**config.mk**
```make
export PLATFORM = sky130hd
export DESIGN_NAME = mvdec_top
export DESIGN_NICKNAME = d
export VERILOG_FILES = /design/src/rtl/mvdec_pkg.sv /design/src/rtl/mvdec_fields.sv /design/src/rtl/mvdec_prefix.sv /design/src/rtl/mvdec_outstage.sv /design/src/rtl/mvdec_top.sv
export SDC_FILE = /design/constraint.sdc
export NUM_CORES = 1
export LEC_CHECK = 0
export BUFFER_PORTS_ARGS = -buffer_cell sky130_fd_sc_hd__buf_2
export CAP_MARGIN = 20
export CELL_PAD_IN_SITES_DETAIL_PLACEMENT = 0
export CELL_PAD_IN_SITES_GLOBAL_PLACEMENT = 2
export CORE_MARGIN = 8
export CORE_UTILIZATION = 27
export DETAILED_ROUTE_END_ITERATION = 8
export GPL_ROUTABILITY_DRIVEN = 0
export MAX_ROUTING_LAYER = met4
export PLACE_DENSITY = 0.83
export SKIP_CTS_REPAIR_TIMING = 1
export SYNTH_ARGS = -nofsm -noshare
export SYNTH_HDL_FRONTEND = slang
export SYNTH_SLANG_ARGS = --single-unit
```
**constraint.sdc**
```tcl
create_clock -name clk -period 0.87 [get_ports clk]
set_input_delay 0.0435 -clock clk [delete_from_list [all_inputs] [get_ports clk]]
set_output_delay 0.0435 -clock clk [all_outputs]
set_load 0.01 [all_outputs]
```
**src/rtl/mvdec_pkg.sv**
```systemverilog
package mvdec_pkg;
    localparam int INSTR_W     = 16;
    localparam int MOD_W       = 4;
    localparam int REG_W       = 4;
    localparam int SUB_W       = 3;
    localparam int BYTE_W      = 8;
    localparam int FMT_BIT     = 15;
    localparam int DST_SUB_LSB = 12;
    localparam int DST_MOD_LSB = 8;
    localparam int SRC_REG_LSB = 4;
    localparam int SRC_MOD_LSB = 0;

    typedef struct packed {
        logic              src_imm;
        logic [MOD_W-1:0]  src_mod;
        logic [REG_W-1:0]  src_reg;
        logic [BYTE_W-1:0] src_byte;
        logic [MOD_W-1:0]  dst_mod;
        logic [SUB_W-1:0]  dst_sub;
        logic              pfx_wr;
    } raw_fields_t;
endpackage

```
**src/rtl/mvdec_fields.sv**
```systemverilog
module mvdec_fields
    import mvdec_pkg::*;
#(
    parameter logic [MOD_W-1:0] PFX_MOD   = 4'hB,
    parameter int               PFX_EXT_W = 2
) (
    input  logic [INSTR_W-1:0] instr,
    output raw_fields_t        fields
);
    localparam int PFX_REGS = 1 << PFX_EXT_W;

    always_comb begin
        fields          = '0;
        fields.src_imm  = ~instr[FMT_BIT];
        fields.src_mod  = instr[SRC_MOD_LSB +: MOD_W];
        fields.src_reg  = instr[SRC_REG_LSB +: REG_W];
        fields.src_byte = instr[0 +: BYTE_W];
        fields.dst_mod  = instr[DST_MOD_LSB +: MOD_W];
        fields.dst_sub  = instr[DST_SUB_LSB +: SUB_W];
        fields.pfx_wr   = fields.src_imm
                        && (fields.dst_mod == PFX_MOD)
                        && (int'(fields.dst_sub) < PFX_REGS);
    end
endmodule

```
**src/rtl/mvdec_prefix.sv**
```systemverilog
module mvdec_prefix
    import mvdec_pkg::*;
#(
    parameter int PFX_EXT_W = 2
) (
    input  logic                 clk,
    input  logic                 rst_n,
    input  logic                 adv,
    input  raw_fields_t          fields,
    output logic                 pend,
    output logic [PFX_EXT_W-1:0] ext,
    output logic [BYTE_W-1:0]    hi
);
    typedef struct packed {
        logic                 pend;
        logic [PFX_EXT_W-1:0] ext;
        logic [BYTE_W-1:0]    hi;
    } pfx_state_t;

    pfx_state_t state_d, state_q;

    always_comb begin
        state_d = state_q;
        if (adv) begin
            if (fields.pfx_wr) begin
                state_d.pend = 1'b1;
                state_d.ext  = fields.dst_sub[PFX_EXT_W-1:0];
                state_d.hi   = fields.src_byte;
            end else begin
                state_d = '0;
            end
        end
    end

    always_ff @(posedge clk or negedge rst_n) begin
        if (!rst_n) state_q <= '0;
        else        state_q <= state_d;
    end

    assign pend = state_q.pend;
    assign ext  = state_q.ext;
    assign hi   = state_q.hi;
endmodule

```
**src/rtl/mvdec_outstage.sv**
```systemverilog
module mvdec_outstage
    import mvdec_pkg::*;
#(
    parameter int PFX_EXT_W = 2,
    parameter int DST_W     = SUB_W + PFX_EXT_W
) (
    input  logic                 clk,
    input  logic                 rst_n,
    input  logic                 adv,
    input  raw_fields_t          fields,
    input  logic                 pend,
    input  logic [PFX_EXT_W-1:0] ext,
    input  logic [BYTE_W-1:0]    hi,
    output logic                 o_valid,
    output logic                 o_src_imm,
    output logic [MOD_W-1:0]     o_src_mod,
    output logic [REG_W-1:0]     o_src_reg,
    output logic [2*BYTE_W-1:0]  o_imm,
    output logic [MOD_W-1:0]     o_dst_mod,
    output logic [DST_W-1:0]     o_dst_reg,
    output logic                 o_pfx_used,
    output logic                 o_is_pfx
);
    typedef struct packed {
        logic                valid;
        logic                src_imm;
        logic [MOD_W-1:0]    src_mod;
        logic [REG_W-1:0]    src_reg;
        logic [2*BYTE_W-1:0] imm;
        logic [MOD_W-1:0]    dst_mod;
        logic [DST_W-1:0]    dst_reg;
        logic                pfx_used;
        logic                is_pfx;
    } dec_out_t;

    dec_out_t out_d, out_q;
    logic [PFX_EXT_W-1:0] ext_eff;
    logic [BYTE_W-1:0]    hi_eff;

    always_comb begin
        ext_eff = pend ? ext : '0;
        hi_eff  = pend ? hi  : '0;
        out_d       = out_q;
        out_d.valid = adv;
        if (adv) begin
            out_d.src_imm  = fields.src_imm;
            out_d.src_mod  = fields.src_mod;
            out_d.src_reg  = fields.src_reg;
            out_d.imm      = {hi_eff, fields.src_byte};
            out_d.dst_mod  = fields.dst_mod;
            out_d.dst_reg  = {ext_eff, fields.dst_sub};
            out_d.pfx_used = pend;
            out_d.is_pfx   = fields.pfx_wr;
        end
    end

    always_ff @(posedge clk or negedge rst_n) begin
        if (!rst_n) out_q <= '0;
        else        out_q <= out_d;
    end

    assign o_valid    = out_q.valid;
    assign o_src_imm  = out_q.src_imm;
    assign o_src_mod  = out_q.src_mod;
    assign o_src_reg  = out_q.src_reg;
    assign o_imm      = out_q.imm;
    assign o_dst_mod  = out_q.dst_mod;
    assign o_dst_reg  = out_q.dst_reg;
    assign o_pfx_used = out_q.pfx_used;
    assign o_is_pfx   = out_q.is_pfx;
endmodule

```
**src/rtl/mvdec_top.sv**
```systemverilog
module mvdec_top
    import mvdec_pkg::*;
#(
    parameter logic [3:0] PFX_MOD   = 4'hB,
    parameter int         PFX_EXT_W = 2
) (
    input  logic                         clk,
    input  logic                         rst_n,
    input  logic                         in_valid,
    input  logic [15:0]                  in_instr,
    output logic                         out_valid,
    output logic                         out_src_imm,
    output logic [3:0]                   out_src_mod,
    output logic [3:0]                   out_src_reg,
    output logic [15:0]                  out_imm,
    output logic [3:0]                   out_dst_mod,
    output logic [SUB_W+PFX_EXT_W-1:0]   out_dst_reg,
    output logic                         out_pfx_used,
    output logic                         out_is_pfx
);
    localparam int DST_W = SUB_W + PFX_EXT_W;

    raw_fields_t          fields;
    logic                 pend;
    logic [PFX_EXT_W-1:0] ext;
    logic [BYTE_W-1:0]    hi;

    mvdec_fields #(.PFX_MOD(PFX_MOD), .PFX_EXT_W(PFX_EXT_W)) fields_i (
        .instr  (in_instr),
        .fields (fields)
    );

    mvdec_prefix #(.PFX_EXT_W(PFX_EXT_W)) prefix_i (
        .clk    (clk),
        .rst_n  (rst_n),
        .adv    (in_valid),
        .fields (fields),
        .pend   (pend),
        .ext    (ext),
        .hi     (hi)
    );

    mvdec_outstage #(.PFX_EXT_W(PFX_EXT_W), .DST_W(DST_W)) out_i (
        .clk        (clk),
        .rst_n      (rst_n),
        .adv        (in_valid),
        .fields     (fields),
        .pend       (pend),
        .ext        (ext),
        .hi         (hi),
        .o_valid    (out_valid),
        .o_src_imm  (out_src_imm),
        .o_src_mod  (out_src_mod),
        .o_src_reg  (out_src_reg),
        .o_imm      (out_imm),
        .o_dst_mod  (out_dst_mod),
        .o_dst_reg  (out_dst_reg),
        .o_pfx_used (out_pfx_used),
        .o_is_pfx   (out_is_pfx)
    );
endmodule

```
# After elaboration in Yosys (flattened, before gate mapping)
# Cells that the tools add are included.
[totals]
reg_bits = 48
in_bits = 19
out_inout_bits = 37
wordCells = 20
[op_classes]
n_lt_le_gt_ge = 1
eq_ne = 1
n_mux = 3
bitwise = 1
reduce_logical = 2
[op_table]
columns = ["op", "n"]
rows = [
  ["11-bit two-way mux", 1],
  ["8-bit two-way mux", 1],
  ["4-bit == test, second input constant", 1],
  ["3-bit less-than comparator, second input constant", 1],
  ["1-bit logical AND", 2],
  ["2-bit two-way mux", 1],
  ["1-bit inverter", 1],
]

# Longest topological paths before layout
# Gate-level depths: netlist of the first run.
[depth]
depth_word = 4
depth_mapped = 4
mapped_depth_nobuf = 2

# By module
# From an unflattened synthesis of the first run, not the netlist that was laid out.
[unflattened]
hier_cells = 170
area_unflattened_um2 = 2132.0
[modules_own_cells]
columns = ["module", "instances", "cells_per_inst", "area_each_um2", "seq_area_each_um2"]
rows = [
  ["mvdec_outstage", 1, 99, 1495.2, 925.9],
  ["mvdec_prefix", 1, 45, 441.7, 275.3],
  ["mvdec_fields", 1, 26, 195.2, 0.0],
]

# Worst setup path before layout of the first run
# Ideal clock, no wire load.
[synth_timing]
kind = "register to register"
start = "register prefix_i.state_q (netlist bit prefix_i.pend)"
end = "register out_i.out_q (netlist bit out_i.o_imm[14])"
setup_ns = 0.083
arrival_time_ns = 0.831
t_required_ns = 0.787
setup_slack_ns = -0.044
stages_incl_launch_ff = 4
path_buffers = 1
synth_period_minus_slack_ns = 0.914
path_cell_list = "dfrtp_1 -> buf_1 -> nand3_1 -> o21ai_0"
[synth_between]
elab_chain_len = 1
[synth_rtl]
columns = ["item", "line", "source"]
rows = [
  ["start, declared", "mvdec_prefix.sv:20", "pfx_state_t state_d, state_q;"],
  ["start signal, assigned", "mvdec_prefix.sv:37", "else state_q <= state_d;"],
  ["8-bit two-way mux", "mvdec_outstage.sv:42", "hi_eff = pend ? hi : '0;"],
  ["end signal, assigned", "mvdec_outstage.sv:59", "else out_q <= out_d;"],
  ["end, declared", "mvdec_outstage.sv:36", "dec_out_t out_d, out_q;"],
]
# No other way between the ends.
# A chain may end at the register's enable or synchronous reset.

==> results of run 1 <==
final cells by class:
type                            instances  area [um^2]
Fill cell                             611         3630
Sequential cell                        39          976
Timing Repair Buffer                   76          552
Multi-Input combinational cell         72          507
Tap cell                               75         93.8
Clock buffer                            6         82.6
Inverter                               21         78.8
Clock inverter                          2         35.0
cell usage in the layout (no fill, tap or decap), drive strengths merged:
master       instances
buf                 71
bufinv               1
clkbuf               6
clkinv               1
dfrtp               39
dlygate4sd3          5
inv                 21
mux2                 6
nand2               10
nand2b              13
nand3               10
nand4bb              1
o21ai               21
o31ai               11
stage by stage:
stage / worst slack (ps) / hold WS [ps] / cell area [um^2] / setup TNS, ps / cells
6_report: -39.4 / -11.7 / 2320 / -61.3 / 291
3_5_place_dp: -91.0 / 30.8 / 2050 / -573 / 270
5_1_grt: -76.7 / 6.94 / 2320 / -1100 / 291
2_1_floorplan: 16.5 / -252 / 1670 / 0 / 149
4_1_cts: -57.3 / -282 / 2170 / -331 / 278
3_3_place_gp: -53.8 / 31.9 / 2050 / -384 / 270
final timing paths:
path	startpoint	endpoint	slack, ps
min reg2reg	prefix_i.hi[6]$_DFFE_PN0P_	prefix_i.hi[6]$_DFFE_PN0P_	500
max in group asynchronous	rst_n	out_i.o_imm[4]$_DFFE_PN0P_	430
max	prefix_i.pend$_DFFE_PN0P_	out_is_pfx	-40
min in group asynchronous	rst_n	out_i.o_imm[3]$_DFFE_PN0P_	250
max reg2reg	prefix_i.pend$_DFFE_PN0P_	out_i.o_dst_reg[3]$_DFFE_PN0P_	30
min	in_instr[7]	out_i.o_imm[7]$_DFFE_PN0P_	-10
logic make-up (layout without fill, tap and decap cells):
| logic type | count (synthesis) | after routing | share of synthesized area |
|---|---|---|---|
| multiplexers | 6 | 6 | 0.0404 |
| AND/OR/NAND/NOR | 34 | 34 | 0.118 |
| buffers and inverters | 38 | 105 | 0.116 |
| flip-flops | 39 | 39 | 0.584 |
| AO/OA/AOI/OAI | 32 | 32 | 0.142 |
power by group:
part / leakage, uW / switching (uW) / internal [uW]
Combinational: 0.000563 / 258 / 235
Sequential: 0.000511 / 41.6 / 1890
Clock: 0.0000612 / 627 / 928
metal layers:
metal	vias to the layer above	part of all wire
li1	607	-
met1	536	0.46
met2	33	0.46
met3	7	0.060
met4	0	0.011
met5	-	0
==> results.txt, run 1 <==
Area leader, netlist = dfrtp_1
Asr flop ratio synth = 1.00
Synth area leaders = dfrtp_1 (58%), o31ai_2 (7.5%), o21ai_0 (6.3%)
Die Y = 94.7 um
Crit start category = register
CP peak stage delay = 420 ps
Core Area = 0.00596 mm^2
Die area = 0.00897 mm^2
CTS tree = built
M3 GR Usage = 0.0333
Sequential area share after synthesis = 0.584
Final setup fails = 3
Initial Util = 0.281
Syn nets = 168
Hold WS = -11.7 ps
Hold Crit Depth = 3
Post-DRT Antenna Nets = 0
Critical path cell sequence = buf_2
Global routing's busiest layer = met2
Crit-path max FO = 3
Tightest Hold Check Type = input port to register
Status = finished with violations
Yosys warns = 0
HPWL after DPL = 2630 um
Stages on the worst setup path = 1
Max_cap viols = 0
Clock slew at reported path FFs = 80 ps
Crit end category = output port
Post-synthesis cell type count = 15
Initial antenna violation count = 0
# IOs = 56
Pwr per Cell Area = 1710 mW/mm^2
CP Class = register to output port
Worst-Skew Late Latency = 290 ps
Reg2Reg Depth = 3
Clock Skew = 2.93 ps
RSZ-0062 raised after global routing = true
Port bufs = 55
Synthesis-stage register bit count = 39
H-tree depth = 2
VDD IR max = 0.813 mV
NumNets Final = 234
First-pass GRT wire length = 6090 um
Synth Instances = 149
Initial DRC count = 31
Routing usage on met2 = 0.136
FMAX = 1100 MHz
Tot GR Track Use = 0.0893
Pin count of the biggest net entering global routing = 40
Via count = 1,183
Iteration count of the initial detailed-routing pass = 4
Clk buf depth = 2
Max reg flops = 16
Antenna Cells = 0
Sinks on Clock Net = 39
Remaining DRCs = 0
Most frequent cell after synthesis = dfrtp_1
Pwr Total = 3980 uW
Final WS setup = -39.4 ps
Synth cell count leaders = dfrtp_1 (39), inv_1 (21), o21ai_0 (21), nand2b_1 (13), buf_4 (11)
Data arrival, critical path = 870 ps
Main flop type after synthesis = dfrtp_1
Failing checks = hold timing, setup timing
Average wire per cell in the routed design = 12.8 um
Synth Cell Area = 0.00167 mm^2
Synth top area share = 0.584
Grt ovf = 0
Period Utilization, post-route = 1.05
Row count = 28
Share of layout cells above drive strength 1 = 0.449
Area grow syn2layout = 39.1%
Slew @ Worst Pin = 283 ps
Syn avg cell area = 11.2 um^2
Tmin final = 909 ps
Final Hold Fails = 2
CP required = 830 ps
Vias in the first global route = 1,244
Mean number of vias per cell = 4.07
Relative slew slack = 0.811
CP bufs+invs = 1
Final core occ = 0.390
Slew Limit Fails = 0
Routing usage on met1 = 0.106
Delay-heaviest family, CP = flip-flops
Total CTS buffers = 5
Drt total wl = 3720 um
Slowest cell on crit path = dfrtp_1
CTS root buf = clkbuf_8
Leak = 0.00114 uW
EDFF count, synth = 0
Die W = 94.7 um
Note: power is estimated with default switching activity, not from simulation.
==> inputs of run 2 (changes only) <==
--- a/config.mk
+++ b/config.mk
@@ -7,14 +7,12 @@
 export LEC_CHECK = 0
 export BUFFER_PORTS_ARGS = -buffer_cell sky130_fd_sc_hd__buf_2
 export CAP_MARGIN = 20
-export CELL_PAD_IN_SITES_DETAIL_PLACEMENT = 0
-export CELL_PAD_IN_SITES_GLOBAL_PLACEMENT = 2
 export CORE_MARGIN = 8
-export CORE_UTILIZATION = 27
+export CORE_UTILIZATION = 30
 export DETAILED_ROUTE_END_ITERATION = 8
 export GPL_ROUTABILITY_DRIVEN = 0
 export MAX_ROUTING_LAYER = met4
-export PLACE_DENSITY = 0.83
+export PLACE_DENSITY = 0.64
 export SKIP_CTS_REPAIR_TIMING = 1
 export SYNTH_ARGS = -nofsm -noshare
 export SYNTH_HDL_FRONTEND = slang
==> run 2 against run 1 <==
  * The run ends with setup timing left
  * Global-route usage fell by 0.082 points
  * Register-to-register slack barely moved
  * Final area fell by 3.2%
  * Worst setup slack improved by 27 ps
  * Cell count fell by 2.1%
  * First-iteration DRC count fell by 77%
  * Total power fell by 3.8%
  * Sequential share of layout area rose by 1.4 points
  * Critical path depth did not move
==> results.txt, run 2 (synthesis gave the netlist of run 1 again) <==
Die area = 0.00822 mm^2 (-8.4%)
Relative slew slack = 0.817 (+0.00592)
Data arrival, critical path = 840 ps (-30 ps)
# IOs = 56 (unchanged)
Delay-heaviest family, CP = flip-flops
Die W = 90.6 um (-4.3%)
Critical path cell sequence = buf_2
Vias in the first global route = 1,213 (-2.5%)
Non-filler cells, final = 285 (-2.1%)
CP bufs+invs = 1 (unchanged)
Slowest cell on crit path = dfrtp_1
Core Area = 0.00544 mm^2 (-8.7%)
CP peak stage delay = 410 ps (about the same)
Pin count of the biggest net entering global routing = 40 (unchanged)
Initial antenna violation count = 0 (unchanged)
Grt ovf = 0 (unchanged)
Clock Skew = 7.12 ps (+4.19 ps)
CTS root buf = clkbuf_8
Tot GR Track Use = 0.0885 (-0.000819)
VDD IR max = 0.968 mV (+19%)
Remaining DRCs = 0 (unchanged)
Area grow syn2layout = 34.6%
Slew Limit Fails = 0 (unchanged)
Drt total wl = 3460 um (-6.9%)
Leak = 0.00112 uW (-1.8%)
CP Class = register to output port
Iteration count of the initial detailed-routing pass = 2 (-2)
FMAX = 1130 MHz (+3.0%)
Worst-Skew Late Latency = 280 ps (about the same)
Crit end category = output port
Clock slew at reported path FFs = 70 ps (about the same)
Tightest Hold Check Type = input port to register
Max reg flops = 16 (unchanged)
H-tree depth = 2 (unchanged)
Initial DRC count = 7 (-77%)
CP required = 830 ps (about the same)
Failing checks = setup timing
Port bufs = 55 (unchanged)
Pwr per Cell Area = 1700 mW/mm^2 (-0.55%)
Sinks on Clock Net = 39 (unchanged)
Total CTS buffers = 5 (unchanged)
Final WS setup = -12.5 ps (+26.9 ps)
Highest-count cells in the layout ignoring fill and taps = buf_2 (51), dfrtp_1 (39), inv_1 (21), o21ai_0 (21), nand2b_1 (13)
Crit start category = register
CTS tree = built
Via count = 1,173 (-0.85%)
Slew @ Worst Pin = 274 ps (-8.86 ps)
Final setup fails = 4 (+1)
Tmin final = 882 ps (-26.9 ps)
Max_cap viols = 0 (unchanged)
Final setup TNS = -31.0 ps (+30.3 ps)
Share of layout cells above drive strength 1 = 0.441 (-0.00776)
RSZ-0062 raised after global routing = true
Antenna Cells = 0 (unchanged)
Initial Util = 0.307 (+0.0267)
HPWL after DPL = 2530 um (-3.9%)
Crit-path max FO = 2 (-1)
Row count = 27 (-3.6%)
Status = finished with violations
Final Hold Fails = 0 (-2)
Post-DRT Antenna Nets = 0 (unchanged)
Period Utilization, post-route = 1.01 (-0.0309)
Placed instance count = 266 (-1.5%)
Die Y = 90.6 um (-4.3%)
Commonest non-fill, non-tap cell in the layout = buf_2
Average wire per cell in the routed design = 12.1 um (-4.9%)
Clk buf depth = 2 (unchanged)
Mean number of vias per cell = 4.12 (+1.2%)
NumNets Final = 232 (-0.85%)
First-pass GRT wire length = 5800 um (-4.7%)
[run 2: changes by cell type in the layout (fill, tap and decap cells not counted), sizes merged]
cell         before  now
dlygate4sd3       5    3
clkinv            1    0
[run 2: area by class of cell]
cell class	instances	area (um^2)
clock inverter	1	30.0
inverter	21	78.8
clock buffer	6	72.6
fill	538	3190
timing repair buffer	74	500
sequential	39	976
multi-input combinational	72	502
tap	72	90.1
[run 2: per-layer routing]
metal  wire length [um]  GRT usage  up-vias
met5                  0          -        -
met4                 25     0.0291        0
met3                202     0.0274        5
met2               1630      0.132       35
met1               1600      0.111      532
li1                   -          -      601
[run 2: where the power goes]
part | internal [uW] | switching [uW]
sequential | 1890 | 43.2
clock | 840 | 575
combinational | 228 | 252
total | 2960 | 871
[run 2: stage by stage]
stage          cell area, um^2  hold slack [ps]  power, uW  setup WS, ps  utilization
4_1_cts                   2130             -280       3860         -31.9        0.391
3_3_place_gp              2020             30.0       2420         -52.3        0.372
5_1_grt                   2250             1.81       4010         -66.4        0.414
6_report                  2250             6.27       3830         -12.5        0.414
2_1_floorplan             1670             -252       2220          16.5            -
3_5_place_dp              2020             27.3       2430         -63.7        0.372
[run 2: worst paths after layout]
check	startpoint	end	slack, ps	depth (start not counted)
max in group asynchronous	rst_n	out_i.o_dst_mod[0]$_DFFE_PN0P_	420	3
hold / removal	in_instr[10]	out_i.o_dst_mod[2]$_DFFE_PN0P_	6	2
setup reg to reg	prefix_i.pend$_DFFE_PN0P_	out_i.o_imm[10]$_DFFE_PN0P_	30	3
hold reg to reg	prefix_i.ext[1]$_DFFE_PN0P_	prefix_i.ext[1]$_DFFE_PN0P_	490	2
min in group asynchronous	rst_n	out_i.o_imm[8]$_DFFE_PN0P_	250	3
setup / recovery	out_i.o_dst_reg[4]$_DFFE_PN0P_	out_dst_reg[4]	-10	1
